===== src/rtl/tracker_pkg.sv =====
package tracker_pkg;

    typedef enum logic {
        FC_CREDIT = 1'b0,
        FC_ONOFF  = 1'b1
    } fc_mode_e;

    function automatic int cnt_width(input int depth);
        return $clog2(depth + 1);
    endfunction

endpackage


===== src/rtl/tracker_delay.sv =====
module tracker_delay #(
    parameter int W      = 1,
    parameter int STAGES = 1
) (
    input  logic         clk,
    input  logic         rst_n,
    input  logic [W-1:0] d,
    output logic [W-1:0] q
);

    generate
        if (STAGES == 0) begin : g_wire
            logic unused_clk;
            assign unused_clk = clk ^ rst_n;
            assign q = d;
        end else begin : g_pipe
            logic [STAGES-1:0][W-1:0] pipe_d, pipe_q;

            always_comb begin
                pipe_d[0] = d;
                for (int i = 1; i < STAGES; i++) begin
                    pipe_d[i] = pipe_q[i-1];
                end
            end

            always_ff @(posedge clk) begin
                if (!rst_n) begin
                    pipe_q <= '0;
                end else begin
                    pipe_q <= pipe_d;
                end
            end

            assign q = pipe_q[STAGES-1];
        end
    endgenerate

endmodule


===== src/rtl/credit_bank.sv =====
module credit_bank #(
    parameter int NUM_VC    = 4,
    parameter int BUF_DEPTH = 4,
    parameter int VC_W      = $clog2(NUM_VC),
    parameter int CNT_W     = tracker_pkg::cnt_width(BUF_DEPTH)
) (
    input  logic                    clk,
    input  logic                    rst_n,
    input  logic                    dec_en,
    input  logic [VC_W-1:0]         dec_vc,
    input  logic                    inc_en,
    input  logic [VC_W-1:0]         inc_vc,
    output logic [NUM_VC*CNT_W-1:0] cnt_flat,
    output logic [NUM_VC-1:0]       nonzero,
    output logic                    ovf
);

    localparam logic [CNT_W-1:0] FULL = CNT_W'(BUF_DEPTH);

    typedef struct packed {
        logic [NUM_VC-1:0][CNT_W-1:0] cnt;
        logic                         ovf;
    } bank_st_t;

    bank_st_t          st_d, st_q;
    logic [NUM_VC-1:0] dec_hit, inc_hit;

    always_comb begin
        st_d = st_q;
        for (int v = 0; v < NUM_VC; v++) begin
            dec_hit[v] = dec_en && (dec_vc == VC_W'(v)) && (st_q.cnt[v] != '0);
            inc_hit[v] = inc_en && (inc_vc == VC_W'(v));
            if (inc_hit[v] && !dec_hit[v]) begin
                if (st_q.cnt[v] == FULL) begin
                    st_d.ovf = 1'b1;
                end else begin
                    st_d.cnt[v] = st_q.cnt[v] + CNT_W'(1);
                end
            end else if (dec_hit[v] && !inc_hit[v]) begin
                st_d.cnt[v] = st_q.cnt[v] - CNT_W'(1);
            end
        end
    end

    always_ff @(posedge clk) begin
        if (!rst_n) begin
            for (int v = 0; v < NUM_VC; v++) begin
                st_q.cnt[v] <= FULL;
            end
            st_q.ovf <= 1'b0;
        end else begin
            st_q <= st_d;
        end
    end

    assign cnt_flat = st_q.cnt;
    assign ovf      = st_q.ovf;

    generate
        for (genvar v = 0; v < NUM_VC; v++) begin : g_nz
            assign nonzero[v] = (st_q.cnt[v] != '0);

            AST_CNT_BOUND: assert property (@(posedge clk) disable iff (!rst_n)
                st_q.cnt[v] <= FULL);

            AST_SEND_DEC: assert property (@(posedge clk) disable iff (!rst_n)
                (dec_hit[v] && !inc_hit[v]) |=> st_q.cnt[v] == $past(st_q.cnt[v]) - CNT_W'(1));

            AST_RET_INC: assert property (@(posedge clk) disable iff (!rst_n)
                (inc_hit[v] && !dec_hit[v] && st_q.cnt[v] != FULL)
                |=> st_q.cnt[v] == $past(st_q.cnt[v]) + CNT_W'(1));

            AST_BOTH_HOLD: assert property (@(posedge clk) disable iff (!rst_n)
                (inc_hit[v] && dec_hit[v]) |=> $stable(st_q.cnt[v]));

            AST_EMPTY_HOLD: assert property (@(posedge clk) disable iff (!rst_n)
                (st_q.cnt[v] == '0 && !inc_hit[v]) |=> st_q.cnt[v] == '0);
        end
    endgenerate

    AST_OVF_STICKY: assert property (@(posedge clk) disable iff (!rst_n)
        st_q.ovf |=> st_q.ovf);

endmodule


===== src/rtl/credit_tracker.sv =====
module credit_tracker #(
    parameter int                   NUM_VC    = 4,
    parameter int                   BUF_DEPTH = 4,
    parameter int                   RET_DELAY = 1,
    parameter tracker_pkg::fc_mode_e MODE     = tracker_pkg::FC_CREDIT,
    parameter int                   VC_W      = $clog2(NUM_VC),
    parameter int                   CNT_W     = tracker_pkg::cnt_width(BUF_DEPTH)
) (
    input  logic                    clk,
    input  logic                    rst_n,
    input  logic                    snd_req,
    input  logic [VC_W-1:0]         snd_vc,
    input  logic                    crd_ret,
    input  logic [VC_W-1:0]         crd_vc,
    input  logic [NUM_VC-1:0]       stop_lvl,
    output logic [NUM_VC-1:0]       vc_ready,
    output logic                    snd_grant,
    output logic [NUM_VC*CNT_W-1:0] crd_cnt,
    output logic                    ovf_err
);

    assign snd_grant = snd_req && vc_ready[snd_vc];

    generate
        if (MODE == tracker_pkg::FC_CREDIT) begin : g_credit
            logic [VC_W:0] ret_in, ret_out;
            logic [NUM_VC-1:0] unused_stop;

            assign unused_stop = stop_lvl;
            assign ret_in      = {crd_ret, crd_vc};

            tracker_delay #(.W(VC_W + 1), .STAGES(RET_DELAY)) u_ret_dly (
                .clk   (clk),
                .rst_n (rst_n),
                .d     (ret_in),
                .q     (ret_out)
            );

            credit_bank #(
                .NUM_VC    (NUM_VC),
                .BUF_DEPTH (BUF_DEPTH),
                .VC_W      (VC_W),
                .CNT_W     (CNT_W)
            ) u_bank (
                .clk      (clk),
                .rst_n    (rst_n),
                .dec_en   (snd_grant),
                .dec_vc   (snd_vc),
                .inc_en   (ret_out[VC_W]),
                .inc_vc   (ret_out[VC_W-1:0]),
                .cnt_flat (crd_cnt),
                .nonzero  (vc_ready),
                .ovf      (ovf_err)
            );
        end else begin : g_onoff
            logic [NUM_VC-1:0] stop_out;
            logic [VC_W:0]     unused_ret;

            assign unused_ret = {crd_ret, crd_vc};

            tracker_delay #(.W(NUM_VC), .STAGES(RET_DELAY)) u_stop_dly (
                .clk   (clk),
                .rst_n (rst_n),
                .d     (stop_lvl),
                .q     (stop_out)
            );

            assign vc_ready = ~stop_out;
            assign crd_cnt  = '0;
            assign ovf_err  = 1'b0;

            AST_STOP_BLOCKS: assert property (@(posedge clk) disable iff (!rst_n)
                (snd_req && stop_out[snd_vc]) |-> !snd_grant);
        end
    endgenerate

endmodule


===== config.mk =====
export PLATFORM = sky130hd
export DESIGN_NAME = credit_tracker
export DESIGN_NICKNAME = d
export VERILOG_FILES = /design/src/rtl/tracker_pkg.sv /design/src/rtl/tracker_delay.sv /design/src/rtl/credit_bank.sv /design/src/rtl/credit_tracker.sv
export SDC_FILE = /design/constraint.sdc
export NUM_CORES = 1
export LEC_CHECK = 0
export ABC_AREA = 0
export ABC_CLOCK_PERIOD_IN_PS = 2600
export CORE_UTILIZATION = 35
export DETAILED_ROUTE_END_ITERATION = 10
export GPL_TIMING_DRIVEN = 0
export PLACE_DENSITY_LB_ADDON = 0.2
export SLEW_MARGIN = 10
export SYNTH_ARGS = -nofsm -noshare
export SYNTH_HDL_FRONTEND = slang
export SYNTH_SLANG_ARGS = --single-unit

===== constraint.sdc =====
create_clock -name clk -period 2.6 [get_ports clk]
set_input_delay 0.78 -clock clk [delete_from_list [all_inputs] [get_ports clk]]
set_output_delay 0.78 -clock clk [all_outputs]
set_load 0.05 [all_outputs]

==> run_results.csv <==
group,metric,value,unit
grt,grt_pass1_vias,1110,
sta,period_share,98.3,%
clock_network,cts_max_path_buffers,2,
clock_network,cts_tree,"built",
worst_setup_path,cp_max_fo,8,
placement,dpl.hpwl,2.07,mm
final_layout,antenna_cells,0,
job,cap_violations,0,
sta,final.min_clock_period,2.56,ns
sta,relSlewSlack,66.2,%
clock_network,cts.hold.buffers_added,0,
final_layout,nNetsFinal,180,
sta,clock.fmax,391,MHz
floorplanning,die_x,59.2,µm
clock_network,clock_sinks,16,
logic_synthesis,synth_ff_type,"dfxtp_1",
final_layout,drive_gt1_share,29.4,%
sta,rsz0062_at_grt,"yes",
floorplanning,io_pins,30,
final_layout,fillCellCount,310,
grt,met1_usage,22.9,%
drt,initialDrtViolationCount,52,
hold_path,hold_class,"reg2reg",
logic_synthesis,yosys_warnings,0,
grt,antenna_found_initial,0,
final_layout,layout_commonest_cell,"clkdlybuf4s50_1",
grt,grt-busiest-layer,"met2",
floorplanning,die_h,59.2,µm
sta,setup_viol,0,
placement,gp_congestion,0.811,
floorplanning,num_rows,20,
clock_network,clk_latency,0.29,ns
placement,dp_cells,196,
logic_synthesis,seq_area_frac_synth,28.0,%
grt,grt-ovfl-total,0,
worst_setup_path,r2r-start,"g_credit.u_bank.cnt_flat[10]",
grt,grt_pass1_wl,4.71,mm
sta,fin_worst_skew,0.000756,ns
sta,hold_violations,0,
drt,vias_per_cell,5.54,
drt,via_count,1146,
drt,totalWireLength,2.84,mm
drt,remaining_drc_errors,0,
logic_synthesis,synth_top_family_by_area,"simple AND/OR/NAND/NOR gates",
grt,grt_use_met3,3.49,%
pwr,p_per_area,476,nW/µm²
status,status,"complete, no violations",
worst_setup_path,startpoint,"snd_vc[0]",
sta,tightest_slew,0.505,ns
logic_synthesis,yosys.area_share.simple,32.0,%
clock_network,cts_htree_levels,1,
drt,dr.pass1.iters,4,
grt,grt_usage,17.7,%
logic_synthesis,synth-adder-area-share,6.99,%
floorplanning,core,3080,µm²
grt,met2_usage,27.1,%
logic_synthesis,synth_nets,144,
placement,io_buffers,24,
final_layout,final_cell_mix,"clkdlybuf4s50_1 (20), nor3_1 (8), dfxtp_2 (8)",
final_layout,stdcell_count,207,
logic_synthesis,synth_enable_flop_cells,0,
floorplanning,dieArea,3500,µm²
worst_setup_path,worst_setup_path_end_kind,"output port",
final_layout,area_growth,36.5,%
clock_network,path_clk_slew,0.10,ns
logic_synthesis,synth_compound_area_share,24.7,%
pwr,power.leakage,0.000559,µW
sta,setup_tns,0,ns
logic_synthesis,ys_seq_elements,16,
pwr,ir_drop,0.243,mV
logic_synthesis,synthArstFlopShare,0,%
placement,dpl_cell_area,1450,µm²
drt,wl_per_cell,13.7,µm
logic_synthesis,syn_area_per_cell,8.94,µm²
sta,drv_slew,0,
logic_synthesis,synthCells,128,
final_layout,design_area,1560,µm²
logic_synthesis,synth_cell_type_count,52,
grt,grt_max_degree,11,
logic_synthesis,synth-xor-area-share,0.765,%
worst_setup_path,critical_path_required,1.82,ns
worst_setup_path,cp.arrival,1.78,ns
hold_path,worstHoldStart,"g_credit.u_bank.ovf",
logic_synthesis,netlist_area,1140,µm²
drt,antenna_left,0,
logic_synthesis,synthMuxAreaShare,3.83,%
worst_setup_path,startpoint_type,"input port",
clock_network,cts_buffers,3,
floorplanning,start_util,37.2,%
worst_setup_path,worstSetupPathType,"in2out",
clock_network,root_buffer,"clkbuf_4",
-- state kept, by name, indices dropped and copies added, names as in the netlist --
| name | count |
|---|---|
| g_credit.u_bank.cnt_flat | 12 |
| g_credit.u_ret_dly.q | 3 |
| g_credit.u_bank.ovf | 1 |
-- routing by layer --
layer  part of all wire (%)  vias to the layer above
met5                      0                        -
met4                    1.8                        0
met3                    4.4                        6
met2                     48                       29
met1                     46                      546
li1                       -                      565
-- final timing paths --
| path | end | slack, ns | cells after the start |
|---|---|---|---|
| worst min register to register | g_credit.u_bank.ovf | 0.53 | 1 |
| worst max-delay path | snd_grant | 0.04 | 4 |
| worst min-delay path | g_credit.u_bank.ovf | 0.53 | 1 |
| worst max register to register | g_credit.u_bank.cnt_flat[10] | 0.37 | 9 |
-- report_power, final --
group | leakage, µW | switching (µW) | internal (µW) | total, µW
combinational | 0.000405 | 163 | 113 | 277
sequential | 0.000134 | 30.1 | 266 | 296
clock | 0.0000210 | 85.7 | 85.2 | 171
total | 0.000559 | 279 | 464 | 743
-- through the flow --
step	hold WS, ns	utilization [%]	setup slack [ns]	power [µW]
after CTS	0.519	49.0	0.00349	733
final	0.525	50.8	0.0445	743
after global routing	0.537	50.8	-0.0106	790
after global placement	0.476	47.2	-1.01	546
after detailed placement	0.487	47.2	-1.01	553
after floorplan	0.616	-	0.0102	474
-- worst max-delay path, cell delays in order --
cell,delay (ns)
buf_2,0.17
mux4_2,0.51
and2_4,0.17
buf_6,0.14
-- synthesized netlist by cell type, types with 4 or more instances --
| cell type | instances | area share [%] |
|---|---|---|
| o21ai_0 | 5 | 2.2 |
| nor3_1 | 8 | 3.5 |
| and2_1 | 4 | 2.2 |
| nand2_1 | 5 | 1.6 |
| o221ai_1 | 5 | 3.8 |
| dfxtp_1 | 16 | 28 |
| fa_1 | 4 | 7.0 |
| inv_1 | 8 | 2.6 |
| a21oi_1 | 5 | 2.2 |
| nor2_1 | 5 | 1.6 |
| nand3_1 | 7 | 3.1 |
-- area by class of cell --
cell class / instances / area, µm² / area share, %
Multi-Input combinational cell: 101 / 808 / 51.7
Buffer: 2 / 8.76 / 0.560
Clock buffer: 4 / 36.3 / 2.32
Inverter: 9 / 33.8 / 2.16
Sequential cell: 16 / 342 / 21.9
Tap cell: 44 / 55.1 / 3.52
Timing Repair Buffer: 31 / 279 / 17.9
-- kinds of logic (layout without fill, tap and decap cells) --
logic type	after synthesis	after routing
buffers and inverters	11	46
adders and majority gates	4	4
xor gates and xnor gates	1	1
DFF	16	16
and+or+nand+nor	54	54
AOI/OAI and AO/OA	39	39
muxes	3	3
-- repair_timing --
action | in CTS | in global routing
setup buffers | 1 | 6
gates resized for setup | 21 | 9
pin swaps | 1 | 2
endpoints found under the setup margin | 5 | 4
No activity file was read; power rests on OpenSTA's default activity.
